--- src/rtl/lpt_pkg.sv ---
package lpt_pkg;

  typedef enum logic [2:0] {
    ENG_IDLE,
    ENG_SETUP,
    ENG_PULSE,
    ENG_HOLD,
    ENG_WAIT
  } eng_state_t;

  localparam logic [1:0] ADDR_DATA = 2'd0;
  localparam logic [1:0] ADDR_STAT = 2'd1;
  localparam logic [1:0] ADDR_CTRL = 2'd2;
  localparam logic [1:0] ADDR_ENG  = 2'd3;

  localparam int CTL_STROBE = 0;
  localparam int CTL_AUTOFD = 1;
  localparam int CTL_INIT   = 2;
  localparam int CTL_SELECT = 3;
  localparam int CTL_IRQEN  = 4;
  localparam int CTL_DIR    = 5;

  localparam logic [7:0] CTRL_RST = 8'h04;

  // Ceiling of clk_khz * ns / 1e6, never less than one cycle.
  function automatic int ns_to_cycles(input int clk_khz, input int ns);
    int c;
    c = (clk_khz * ns + 999_999) / 1_000_000;
    return (c < 1) ? 1 : c;
  endfunction

  function automatic int us_to_cycles(input int clk_khz, input int us);
    int c;
    c = (clk_khz * us + 999) / 1000;
    return (c < 1) ? 1 : c;
  endfunction

endpackage

--- src/rtl/lpt_sync.sv ---
module lpt_sync #(
  parameter int W = 1,
  parameter int STAGES = 2,
  parameter logic [W-1:0] RST_VAL = '0
) (
  input  logic         clk,
  input  logic         rst_n,
  input  logic [W-1:0] d,
  output logic [W-1:0] q
);
  logic [W-1:0] stg [STAGES];

  for (genvar i = 0; i < STAGES; i++) begin : g_stage
    if (i == 0) begin : g_first
      always_ff @(posedge clk or negedge rst_n)
        if (!rst_n) stg[0] <= RST_VAL;
        else        stg[0] <= d;
    end else begin : g_next
      always_ff @(posedge clk or negedge rst_n)
        if (!rst_n) stg[i] <= RST_VAL;
        else        stg[i] <= stg[i-1];
    end
  end

  assign q = stg[STAGES-1];
endmodule

--- src/rtl/lpt_engine.sv ---
module lpt_engine
  import lpt_pkg::*;
#(
  parameter int SETUP_CYC   = 25,
  parameter int PULSE_CYC   = 25,
  parameter int HOLD_CYC    = 25,
  parameter int TIMEOUT_CYC = 1000
) (
  input  logic clk,
  input  logic rst_n,
  input  logic start,
  input  logic busy_s,
  input  logic ack_fall,
  output logic strobe,
  output logic active,
  output logic done,
  output logic timeout
);
  localparam int MAXW = (TIMEOUT_CYC > SETUP_CYC) ? TIMEOUT_CYC : SETUP_CYC;
  localparam int MAXP = (PULSE_CYC > HOLD_CYC) ? PULSE_CYC : HOLD_CYC;
  localparam int MAXC = (MAXW > MAXP) ? MAXW : MAXP;
  localparam int CW   = $clog2(MAXC + 1);

  localparam logic [CW-1:0] SETUP_LAST = CW'(SETUP_CYC - 1);
  localparam logic [CW-1:0] PULSE_LAST = CW'(PULSE_CYC - 1);
  localparam logic [CW-1:0] HOLD_LAST  = CW'(HOLD_CYC - 1);
  localparam logic [CW-1:0] TMO_LAST   = CW'(TIMEOUT_CYC - 1);

  eng_state_t    state;
  logic [CW-1:0] cnt;
  logic          ack_seen;

  always_ff @(posedge clk or negedge rst_n) begin
    if (!rst_n) begin
      state    <= ENG_IDLE;
      cnt      <= '0;
      done     <= 1'b0;
      timeout  <= 1'b0;
      ack_seen <= 1'b0;
    end else begin
      case (state)
        ENG_IDLE: if (start) begin
          state    <= ENG_SETUP;
          cnt      <= '0;
          done     <= 1'b0;
          timeout  <= 1'b0;
          ack_seen <= 1'b0;
        end
        ENG_SETUP: begin
          if (busy_s)                 cnt <= '0;
          else if (cnt == SETUP_LAST) begin state <= ENG_PULSE; cnt <= '0; end
          else                        cnt <= cnt + 1'b1;
        end
        ENG_PULSE: begin
          if (ack_fall) ack_seen <= 1'b1;
          if (cnt == PULSE_LAST) begin state <= ENG_HOLD; cnt <= '0; end
          else                   cnt <= cnt + 1'b1;
        end
        ENG_HOLD: begin
          if (ack_fall) ack_seen <= 1'b1;
          if (cnt == HOLD_LAST) begin state <= ENG_WAIT; cnt <= '0; end
          else                  cnt <= cnt + 1'b1;
        end
        ENG_WAIT: begin
          if (ack_seen || ack_fall) begin
            state <= ENG_IDLE;
            done  <= 1'b1;
          end else if (cnt == TMO_LAST) begin
            state   <= ENG_IDLE;
            timeout <= 1'b1;
          end else begin
            cnt <= cnt + 1'b1;
          end
        end
        default: state <= ENG_IDLE;
      endcase
    end
  end

  assign strobe = (state == ENG_PULSE);
  assign active = (state != ENG_IDLE);

  // Checker: length of the current strobe-high run
  logic [CW-1:0] pulse_run;
  always_ff @(posedge clk or negedge rst_n)
    if (!rst_n)      pulse_run <= '0;
    else if (strobe) pulse_run <= pulse_run + 1'b1;
    else             pulse_run <= '0;

  assert_pulse_width_R5: assert property (@(posedge clk) disable iff (!rst_n)
    $fell(strobe) |-> pulse_run == CW'(PULSE_CYC));

  assert_no_strobe_busy_R7: assert property (@(posedge clk) disable iff (!rst_n)
    $rose(strobe) |-> !$past(busy_s));

  assert_flags_exclusive_R9: assert property (@(posedge clk) disable iff (!rst_n)
    !(done && timeout));

  assert_flags_clear_on_start_R8: assert property (@(posedge clk) disable iff (!rst_n)
    $rose(active) |-> !done && !timeout);
endmodule

--- src/rtl/lpt_regs.sv ---
module lpt_regs
  import lpt_pkg::*;
(
  input  logic       clk,
  input  logic       rst_n,
  input  logic [1:0] addr,
  input  logic       wr_en,
  input  logic [7:0] wdata,
  output logic [7:0] rdata,
  input  logic [7:0] pd_in_s,
  input  logic [4:0] stat_bits,
  input  logic       eng_active,
  input  logic       eng_done,
  input  logic       eng_timeout,
  output logic [7:0] ctrl_q,
  output logic [7:0] data_q,
  output logic       start
);
  logic data_wr, ctrl_wr;

  assign data_wr = wr_en && (addr == ADDR_DATA) && !eng_active;
  assign ctrl_wr = wr_en && (addr == ADDR_CTRL);
  assign start   = data_wr && !ctrl_q[CTL_DIR];

  always_ff @(posedge clk or negedge rst_n)
    if (!rst_n) begin
      ctrl_q <= CTRL_RST;
      data_q <= '0;
    end else begin
      if (ctrl_wr) ctrl_q <= {2'b00, wdata[5:0]};
      if (data_wr) data_q <= wdata;
    end

  always_comb begin
    case (addr)
      ADDR_DATA: rdata = ctrl_q[CTL_DIR] ? pd_in_s : data_q;
      ADDR_STAT: rdata = {stat_bits, 3'b000};
      ADDR_CTRL: rdata = ctrl_q;
      default:   rdata = {5'b0, eng_active, eng_timeout, eng_done};
    endcase
  end

  assert_data_frozen_R10: assert property (@(posedge clk) disable iff (!rst_n)
    eng_active && $past(eng_active) |-> $stable(data_q));

  assert_no_start_input_R12: assert property (@(posedge clk) disable iff (!rst_n)
    ctrl_q[CTL_DIR] && $past(ctrl_q[CTL_DIR]) && !$past(eng_active) |-> !eng_active);
endmodule

--- src/rtl/lpt_host_port.sv ---
module lpt_host_port
  import lpt_pkg::*;
#(
  parameter int CLK_HZ     = 50_000_000,
  parameter int SETUP_NS   = 500,
  parameter int PULSE_NS   = 500,
  parameter int HOLD_NS    = 500,
  parameter int TIMEOUT_US = 20,
  parameter int SYNC_STAGES = 2
) (
  input  logic       clk,
  input  logic       rst_n,
  input  logic [1:0] reg_addr,
  input  logic       reg_wr,
  input  logic [7:0] reg_wdata,
  output logic [7:0] reg_rdata,
  output logic [7:0] pd_out,
  input  logic [7:0] pd_in,
  output logic       pd_oe,
  output logic       strobe_n,
  output logic       autofd_n,
  output logic       init_n,
  output logic       selin_n,
  input  logic       prn_busy,
  input  logic       prn_ack_n,
  input  logic       prn_paper_out,
  input  logic       prn_online,
  input  logic       prn_err_n,
  output logic       irq
);
  localparam int CLK_KHZ     = (CLK_HZ + 999) / 1000;
  localparam int SETUP_CYC   = ns_to_cycles(CLK_KHZ, SETUP_NS);
  localparam int PULSE_CYC   = ns_to_cycles(CLK_KHZ, PULSE_NS);
  localparam int HOLD_CYC    = ns_to_cycles(CLK_KHZ, HOLD_NS);
  localparam int TIMEOUT_CYC = us_to_cycles(CLK_KHZ, TIMEOUT_US);
  localparam int SW          = 13;
  localparam logic [SW-1:0] SYNC_RST = {8'h00, 1'b0, 1'b1, 1'b0, 1'b0, 1'b1};

  logic [SW-1:0] sync_q;
  logic [7:0]    pd_in_s;
  logic          busy_s, ack_n_s, paper_s, online_s, err_n_s;

  lpt_sync #(.W(SW), .STAGES(SYNC_STAGES), .RST_VAL(SYNC_RST)) u_sync (
    .clk(clk), .rst_n(rst_n),
    .d({pd_in, prn_busy, prn_ack_n, prn_paper_out, prn_online, prn_err_n}),
    .q(sync_q)
  );
  assign {pd_in_s, busy_s, ack_n_s, paper_s, online_s, err_n_s} = sync_q;

  logic ack_prev, ack_fall;
  always_ff @(posedge clk or negedge rst_n)
    if (!rst_n) ack_prev <= 1'b1;
    else        ack_prev <= ack_n_s;
  assign ack_fall = ack_prev && !ack_n_s;

  logic [7:0] ctrl_q, data_q;
  logic       start, eng_strobe, eng_active, eng_done, eng_timeout;

  lpt_regs u_regs (
    .clk(clk), .rst_n(rst_n),
    .addr(reg_addr), .wr_en(reg_wr), .wdata(reg_wdata), .rdata(reg_rdata),
    .pd_in_s(pd_in_s),
    .stat_bits({~busy_s, ~ack_n_s, paper_s, online_s, err_n_s}),
    .eng_active(eng_active), .eng_done(eng_done), .eng_timeout(eng_timeout),
    .ctrl_q(ctrl_q), .data_q(data_q), .start(start)
  );

  lpt_engine #(
    .SETUP_CYC(SETUP_CYC), .PULSE_CYC(PULSE_CYC),
    .HOLD_CYC(HOLD_CYC), .TIMEOUT_CYC(TIMEOUT_CYC)
  ) u_engine (
    .clk(clk), .rst_n(rst_n),
    .start(start), .busy_s(busy_s), .ack_fall(ack_fall),
    .strobe(eng_strobe), .active(eng_active),
    .done(eng_done), .timeout(eng_timeout)
  );

  always_ff @(posedge clk or negedge rst_n)
    if (!rst_n) irq <= 1'b0;
    else        irq <= ctrl_q[CTL_IRQEN] && ack_fall;

  assign pd_out   = data_q;
  assign pd_oe    = !ctrl_q[CTL_DIR];
  assign strobe_n = !(ctrl_q[CTL_STROBE] || eng_strobe);
  assign autofd_n = !ctrl_q[CTL_AUTOFD];
  assign init_n   = ctrl_q[CTL_INIT];
  assign selin_n  = !ctrl_q[CTL_SELECT];

  assert_irq_single_R11: assert property (@(posedge clk) disable iff (!rst_n)
    irq |=> !irq);

  assert_irq_gated_R11: assert property (@(posedge clk) disable iff (!rst_n)
    irq |-> $past(ctrl_q[CTL_IRQEN]));

  assert_data_held_R6: assert property (@(posedge clk) disable iff (!rst_n)
    !eng_strobe && $past(eng_strobe) |-> $stable(pd_out));
endmodule

--- config.mk ---
export PLATFORM = sky130hd
export DESIGN_NAME = lpt_host_port
export DESIGN_NICKNAME = d
export VERILOG_FILES = /design/src/rtl/lpt_pkg.sv /design/src/rtl/lpt_sync.sv /design/src/rtl/lpt_engine.sv /design/src/rtl/lpt_regs.sv /design/src/rtl/lpt_host_port.sv
export SDC_FILE = /design/constraint.sdc
export NUM_CORES = 1
export LEC_CHECK = 0
export BUFFER_PORTS_ARGS = -buffer_cell sky130_fd_sc_hd__buf_2
export CORE_MARGIN = 3
export CORE_UTILIZATION = 31
export CTS_BUF_LIST = sky130_fd_sc_hd__clkbuf_16
export DETAILED_ROUTE_END_ITERATION = 8
export MAX_ROUTING_LAYER = met4
export PLACE_DENSITY = 0.5
export SLEW_MARGIN = 20
export SYNTH_ARGS = -nofsm -noshare
export SYNTH_HDL_FRONTEND = slang
export SYNTH_SLANG_ARGS = --single-unit
--- constraint.sdc ---
create_clock -name clk -period 2.19 [get_ports clk]
set_input_delay 0.219 -clock clk [delete_from_list [all_inputs] [get_ports clk]]
set_output_delay 0.219 -clock clk [all_outputs]
set_load 0.03 [all_outputs]
# Yosys cells after proc, flatten, opt, wreduce, memory -nomap -nowiden
# Cells that the tools add are included.
classes:
  reduce_logical: 26
  addsub: 1
  eq_ne: 19
  muxes: 24
  n_bitwise: 2
op_table:
  columns: ["op", "count"]
  rows:
  - ["two-way mux 10 bit", 5]
  - ["one-hot mux 10 bit (4 select lines)", 1]
  - ["one-hot mux 8 bit (3 select lines)", 1]
  - ["two-way mux 3 bit", 7]
  - ["one-hot mux 3 bit (5 select lines)", 1]
  - ["inequality test 2 x 1 -> 1 bit, second input constant", 6]
  - ["adder 10 x 1 -> 10 bit, second input constant", 1]
  - ["== test 10 bit, second input constant", 1]
  - ["== test 10 x 5 -> 1 bit, second input constant", 1]
  - ["two-way mux 8 bit", 1]
  - ["inequality test 2 bit, second input constant", 4]
  - ["AND reduction 4 bit", 2]
  - ["== test 3 x 2 -> 1 bit, second input constant", 2]
  - ["logical AND 1 bit", 6]
  - ["logical NOT 1 bit", 6]
  - ["one-hot mux 1 bit (2 select lines)", 3]
  - ["AND reduction 3 bit", 2]
  - ["AND reduction 6 bit", 1]
  - ["two-way mux 1 bit", 5]
  - ["nonzero test 2 bit", 2]
  - ["nonzero test 4 bit", 1]
  - ["== test 3 x 1 -> 1 bit, second input constant", 1]
  - ["== test 3 bit, second input constant", 1]
  - ["logical NOT 3 bit", 1]
  - ["8 further kinds", 10]
totals:
  inputBits: 26
  reg_bits: 58
  output_inout_bits: 22
  wordCells: 83

# Depth between registers and ports, before layout
# Gate-level depths: netlist of run 1.
depth:
  word_depth: 6
  mapped_depth: 7
  mapped_depth_nobuf: 7

# Hierarchy
# A second synthesis of run 1 with hierarchy kept.
hier_totals:
  hier_cells: 223
  area_unflattened_um2: 2586.2
modules_own_cells:
  columns: ["mod", "n_inst", "cells_each", "area_per_inst_um2", "seq_area_each_um2"]
  rows:
  - ["lpt_engine", 1, 105, 935.9, 400.4]
  - ["lpt_regs", 1, 69, 808.3, 351.6]
  - ["lpt_sync", 1, 39, 753.2, 655.6]
  - ["lpt_host_port", 1, 10, 88.8, 51.3]

# Worst setup path after synthesis of run 1
# No wires, ideal clock.
synth_path:
  path_type: "register to register"
  start: "reg u_engine.cnt[0]"
  end: "reg u_engine.cnt[3]"
  t_arrival_ps: 1863
  period_less_slack_ps: 1989
  slack_ps: 201
  t_required_ps: 2064
  n_path_buf: 0
  stages_incl_launch_ff: 8
  cell_sequence: "dfrtp_1 -> inv_1 -> ha_1 -> or4b_4 -> nor3_4 -> o31a_4 -> nor2_4 -> a221o_1"
synth_via:
  elab_chain_len: 4
synth_rtl:
  columns: ["item", "line_no", "rtl"]
  rows:
  - ["start: declaration", "lpt_engine.sv:30", "logic [CW-1:0] cnt;"]
  - ["start signal: assignment", "lpt_engine.sv:52", "else cnt <= cnt + 1'b1;"]
  - ["start signal: assignment", "lpt_engine.sv:57", "else cnt <= cnt + 1'b1;"]
  - ["start signal: assignment", "lpt_engine.sv:62", "else cnt <= cnt + 1'b1;"]
  - ["adder 10 x 1 -> 10 bit / == test 10 x 5 -> 1 bit (equally long branches)", null, null]
  - ["two-way mux 10 bit, on equally long branches", null, null]
  - ["two-way mux 10 bit, on equally long branches", "lpt_engine.sv:65, lpt_engine.sv:50", null]
  - ["one-hot mux 10 bit (4 select lines)", "lpt_engine.sv:41", "case (state)"]
# Parallel ways exist; a longest one is shown, timed or not. The select of a mux whose other input is x is not followed.
# A chain may end at the register's enable or synchronous reset.

# Worst setup path after layout of run 1
# Ends and elaborated chain as after synthesis.

==> results of run 1 <==
==> final cells by class <==
cell class / count / area, sq um / share of cell area [%]
clock buffer: 9 / 225 / 6.72
multi-input combinational: 136 / 1000 / 29.8
tap: 102 / 128 / 3.81
timing repair buffer: 67 / 423 / 12.6
inverter: 13 / 48.8 / 1.46
clock inverter: 7 / 68.8 / 2.05
sequential: 58 / 1460 / 43.5
==> registers in the layout, summed over array words and instances (netlist names) <==
name,flops
u_sync.stg,13
irq,1
ack_prev,1
u_engine.state,3
u_engine.done,1
u_sync.q,13
u_regs.data_q,8
u_engine.timeout,1
u_engine.ack_seen,1
u_regs.ctrl_q,6
u_engine.cnt,10
==> logic make-up after synthesis <==
logic type | after synthesis
flip-flops | 58
AND/OR/NAND/NOR | 60
XOR/XNOR | 1
adder cells (fa/ha/maj) | 2
AO/OA/AOI/OAI | 52
multiplexers | 21
buffers and inverters | 20
==> worst max path at each step <==
stage,startpoint,endpoint,depth (start not counted)
2_1_floorplan,u_engine.cnt[0],u_engine.cnt[3],7
3_3_place_gp,u_engine.cnt[0],u_engine.cnt[3],7
3_5_place_dp,u_engine.cnt[0],u_engine.cnt[3],7
4_1_cts,u_engine.cnt[0],u_engine.cnt[3],7
5_1_grt,u_engine.cnt[0],u_engine.cnt[3],7
6_report,u_engine.cnt[0],u_engine.cnt[3],7
==> power by group <==
part           total, mW  switching (mW)  internal (mW)
Combinational      0.315           0.192          0.124
Sequential          1.16          0.0272           1.13
Clock               1.36           0.486          0.876
Total               2.84           0.705           2.13
==> cell usage after synthesis, types with 6 or more instances <==
library cell,number,area (sq um)
mux2i_1,6,60.1
nor2b_1,6,37.5
o21ai_0,7,35.0
dfstp_2,6,158
mux2_2,15,169
nor2_1,11,41.3
nand2_1,15,56.3
nand3_1,6,30.0
o21ai_1,8,40.0
a21oi_1,12,60.1
inv_1,13,48.8
dfrtp_1,52,1300
==> per-layer routing <==
metal,up-vias,track usage (%),wire length [um]
li1,909,-,-
met1,886,17.0,2760
met2,35,19.6,2590
met3,9,2.88,133
met4,0,5.72,101
met5,-,-,0
==> critical path, stage by stage, from the launching register on <==
cell and delay [ns]:
dfrtp_1 0.39, inv_1 0.10, ha_1 0.15, or4b_4 0.47, nor3_4 0.24, o31a_4 0.23
nor2_4 0.07, a221o_1 0.30
==> timing repair <==
action	in CTS	in global routing
setup buffers	0	0
endpoints found under the hold margin	32	0
hold buffers	10	0
endpoints found under the setup margin	0	0
==> stage by stage <==
stage	area [sq um]	instances	hold WS (ns)	total power [mW]	setup slack (ns)
after CTS	3350	392	0.00158	2.87	0.0940
after detailed placement	2960	366	0.279	1.48	0.135
final	3350	392	0.0123	2.84	0.111
after global routing	3350	392	0.00592	2.96	0.0308
after global placement	2960	366	0.269	1.48	0.188
after floorplan	2550	214	-0.0766	1.36	0.201
==> flow_summary_export.csv, run 1 <==
group,metric,value,unit
synth,syn_area_per_cell,11.9,sq um
synth,synth_top_family_by_area,"compound AO/OA/AOI/OAI gates",
timing,max-slew-margin-rel,59.4,%
synth,synth_warnings,0,
clock_network,cts_sinks,58,
die,start_util,32.5,%
placement,dp.final_hpwl,4.00,mm
clock_network,postCtsResizedCells,0,
timing,period_share,95.0,%
synth,synth.mux.area_fraction,8.97,%
timing,setup_viol,0,
timing,hold_violations,0,
worst_hold_path,hold_depth,1,
clock_network,clock_path_buffers,2,
die,die_h,96.7,um
global_route,grt_pass1_vias,1984,
pwr,vdd_drop_max,507,uV
synth,async_flop_share,100,%
setup_path,worst_setup_path_end_kind,"flip-flop",
die,die_x,96.7,um
detailed_routing,post_drt_wl_per_cell,14.3,um
detailed_routing,drc,0,
detailed_routing,ant_nets,0,
layout,nFillCells,780,
setup_path,rr_startpoint,"u_engine.cnt[0]",
die,io_pins,48,
synth,syn_area,2550,sq um
global_route,grt_remaining_overflow,0,
clock_network,htree_levels,3,
pwr,pwr_density_cell,846,nW/um^2
synth,ys_ff_latch,58,
detailed_routing,drt_iter0_markers,65,
global_route,grtUsageTotal,13.1,%
timing,fin_tns_setup,0,ns
setup_path,arrival,2.27,ns
setup_path,r2r-end,"u_engine.cnt[3]",
setup_path,worst-path-max-fanout,7,
job,maxCapViolCount,0,
timing,fin_crit,2.08,ns
worst_hold_path,hold_path_class,"in2reg",
synth,synthCells,214,
timing,rsz0062_at_grt,"false",
layout,layout-drive-gt1-share,36.9,%
timing,max_freq,481,MHz
die,rows,32,
detailed_routing,wirelength,5.59,mm
status,status,"finished clean",
die,die-area,9360,sq um
timing,tightest_slew,0.610,ns
placement,place_congestion,0.781,
setup_path,critPathKind,"reg2reg",
clock_network,numCtsBuffers,9,
detailed_routing,drt_first_pass_iters,4,
synth,synth_ff_type,"dfrtp_1",
layout,final_common_cell,"dfrtp_1",
synth,synthesis.nets,242,
synth,synthXorXnorAreaFrac,0.343,%
synth,synth.distinct_cells,51,
synth,synthAdderAreaFrac,0.980,%
global_route,grt_start_max_net_pins,35,
clock_network,cts_tree,"built",
layout,num-nets-final,313,
clock_network,clkTransAtPathRegs,0.06,ns
layout,area_delta_synth_final,31.3,%
worst_hold_path,hold_end,"u_sync.stg[22]",
layout,diodes,0,
setup_path,r2r_slack,0.11,ns
die,core_area,7850,sq um
synth,synth-compound-area-share,14.6,%
setup_path,worstSetupStartpointType,"flip-flop",
setup_path,ff2ff_path_depth,7,
layout,final_util,42.7,%
clock_network,clock_latency,0.32,ns
synth,synth-simple-area-share,14.3,%
global_route,grt_pass1_wl,9.67,mm
timing,maxSlewViolCount,0,
clock_network,cts-root-buf,"clkbuf_16",
synth,ys_seq_area_share,57.2,%
timing,final.setup_skew,0.00720,ns
pwr,p_leak,1.54,nW
global_route,grt_antenna_before_repair,0,
worst_hold_path,hold_start,"pd_in[4]",
detailed_routing,vias_per_cell,4.69,
detailed_routing,vias,1839,
setup_path,cp.required,2.38,ns
synth,synth_edf_count,0,
placement,io_buffers,47,
layout,most-common-layout-cells,"dfrtp_1, buf_2, nand2_1, mux2_2, inv_1",
No activity file was read; power rests on OpenSTA's default activity.
==> inputs of run 2 (changes only) <==
CORE_UTILIZATION = 45   (was 31)
PLACE_DENSITY = 0.67   (was 0.5)
==> run 2 against run 1 <==
  * Final area decreased by 0.67%
  * Die area down 29%
  * Wire length is 1.0% lower
  * Total power rose by 0.83%
  * Combinational power about the same
  * Fmax grew 2.2%
  * First-iteration DRC count grew to 2.6 times the previous value
  * Sequential power about the same
  * Core utilization rose by 20 points
  * Via count up 3.2%
  * Final cell count shrank 8.2%
  * Worst setup slack better by 0.046 ns
  * Largest power group unchanged
  * Highest routed layer unchanged
==> flow_summary_export.csv, run 2 (synthesized netlist as in run 1, its figures left out) <==
group,metric,value,unit
die,die_h,81.3,um
worst_hold_path,hold_end,"u_sync.stg[18]",
detailed_routing,route.met2.wl,2.70,mm
timing,fin_tns_setup,0,ns
clock_network,cts-root-buf,"clkbuf_16",
setup_path,arrival,2.24,ns
timing,max_freq,492,MHz
detailed_routing,drc,0,
detailed_routing,highest_layer,"met4",
setup_path,critPathKind,"reg2reg",
layout,layout-drive-gt1-share,36.2,%
timing,tightest_slew,0.678,ns
global_route,grt_pass1_wl,9.15,mm
timing,holdWs,0.0112,ns
timing,fin_crit,2.03,ns
detailed_routing,wirelength_met1,2.41,mm
placement,io_buffers,47,
detailed_routing,drt_iter0_markers,170,
status,status,"finished clean",
die,die-area,6610,sq um
global_route,grt_antenna_before_repair,0,
worst_hold_path,hold_depth,1,
clock_network,holdBufCountCts,12,
die,core_area,5300,sq um
timing,max-slew-margin-rel,54.8,%
clock_network,htree_levels,3,
timing,maxSlewViolCount,0,
setup_path,r2r-end,"u_engine.cnt[3]",
timing,rsz0062_at_grt,"false",
die,die_x,81.3,um
clock_network,clkTransAtPathRegs,0.05,ns
layout,diodes,0,
detailed_routing,wirelength,5.54,mm
global_route,grt_remaining_overflow,0,
pwr,vdd_drop_max,579,uV
global_route,grt_pass1_vias,1887,
detailed_routing,vias,1898,
setup_path,r2r_slack,0.16,ns
pwr,p_clk_share,48.4,%
clock_network,numCtsBuffers,9,
pwr,pwr_density_cell,859,nW/um^2
die,io_pins,48,
die,rows,26,
clock_network,cts_setup_buffers,0,
clock_network,clock_latency,0.32,ns
placement,place_congestion,0.915,
worst_hold_path,hold_path_class,"in2reg",
die,start_util,48.1,%
worst_hold_path,hold_start,"pd_in[0]",
global_route,grt_start_max_net_pins,31,
global_route,grtUsageTotal,19.2,%
placement,dp.final_hpwl,3.72,mm
pwr,power_frac_seq,40.5,%
pwr,p_leak,1.53,nW
layout,area_delta_synth_final,30.4,%
setup_path,worstSetupStartpointType,"flip-flop",
timing,period_share,92.9,%
setup_path,worst-path-max-fanout,7,
timing,final.setup_skew,0.00436,ns
detailed_routing,drt_first_pass_iters,4,
layout,final_util,62.8,%
detailed_routing,wl_met3,334,um
clock_network,postCtsResizedCells,0,
clock_network,cts_sinks,58,
detailed_routing,post_drt_wl_per_cell,15.4,um
pwr,switchingPower,715,uW
job,maxCapViolCount,0,
setup_path,rr_startpoint,"u_engine.cnt[0]",
timing,hold_violations,0,
timing,setup_viol,0,
layout,num-nets-final,313,
pwr,p_total,2.86,mW
layout,final_common_cell,"dfrtp_1",
setup_path,cp.required,2.40,ns
setup_path,ff2ff_path_depth,7,
layout,most-common-layout-cells,"dfrtp_1, buf_2, nand2_1, mux2_2",
detailed_routing,vias_per_cell,5.27,
clock_network,clock_path_buffers,2,
layout,nFillCells,412,
detailed_routing,ant_nets,0,
clock_network,cts_tree,"built",
pwr,p_comb_share,11.1,%
setup_path,worst_setup_path_end_kind,"flip-flop",
pwr,internal_power,2.14,mW
pwr,swShare,25.0,%
-- run 2: layer usage --
metal,track usage [%],vias to the layer above
li1,-,910
met1,24.5,916
met2,29.2,62
met3,5.10,10
met4,7.77,0
met5,-,-
-- run 2: critical path, stage by stage (launching register included) --
cell and delay (ns):
dfrtp_1 0.39, inv_1 0.09, ha_1 0.14, or4b_4 0.46, nor3_4 0.23, o31a_4 0.23
nor2_4 0.07, a221o_1 0.29
-- run 2: power groups by stage --
stage | sequential, mW | clock (mW) | combinational, mW
3_3_place_gp | 1.17 | 0 | 0.298
6_report | 1.16 | 1.38 | 0.318
5_1_grt | 1.16 | 1.47 | 0.347
4_1_cts | 1.16 | 1.41 | 0.321
3_5_place_dp | 1.18 | 0 | 0.303
2_1_floorplan | 1.18 | 0 | 0.177
-- run 2: how the worst max path moves through the flow --
stage,slack (ns),cells past startpoint,to,startpoint
after global placement,0.21,7,u_engine.cnt[3],u_engine.cnt[0]
after global routing,0.03,7,u_engine.cnt[3],u_engine.cnt[0]
after floorplan,0.20,7,u_engine.cnt[3],u_engine.cnt[0]
after detailed placement,0.16,7,u_engine.cnt[3],u_engine.cnt[0]
after CTS,0.14,7,u_engine.cnt[3],u_engine.cnt[0]
final,0.16,7,u_engine.cnt[3],u_engine.cnt[0]
-- run 2: final cells by class --
class	instances	area [sq um]	area share, %
flip-flops and latches	58	1460	43.8
multi-input cells	136	1000	30.0
repair buffers	67	430	12.9
clock buffers	9	225	6.76
well taps	70	87.6	2.63
clock inverters	7	78.8	2.37
inverters	13	48.8	1.47
-- run 2: per-stage QoR --
step,worst slack [ns],cell area (sq um),instances
after detailed placement,0.159,2900,331
after floorplan,0.201,2550,214
after global routing,0.0282,3330,360
final,0.156,3330,360
after global placement,0.215,2900,331
after CTS,0.145,3320,359
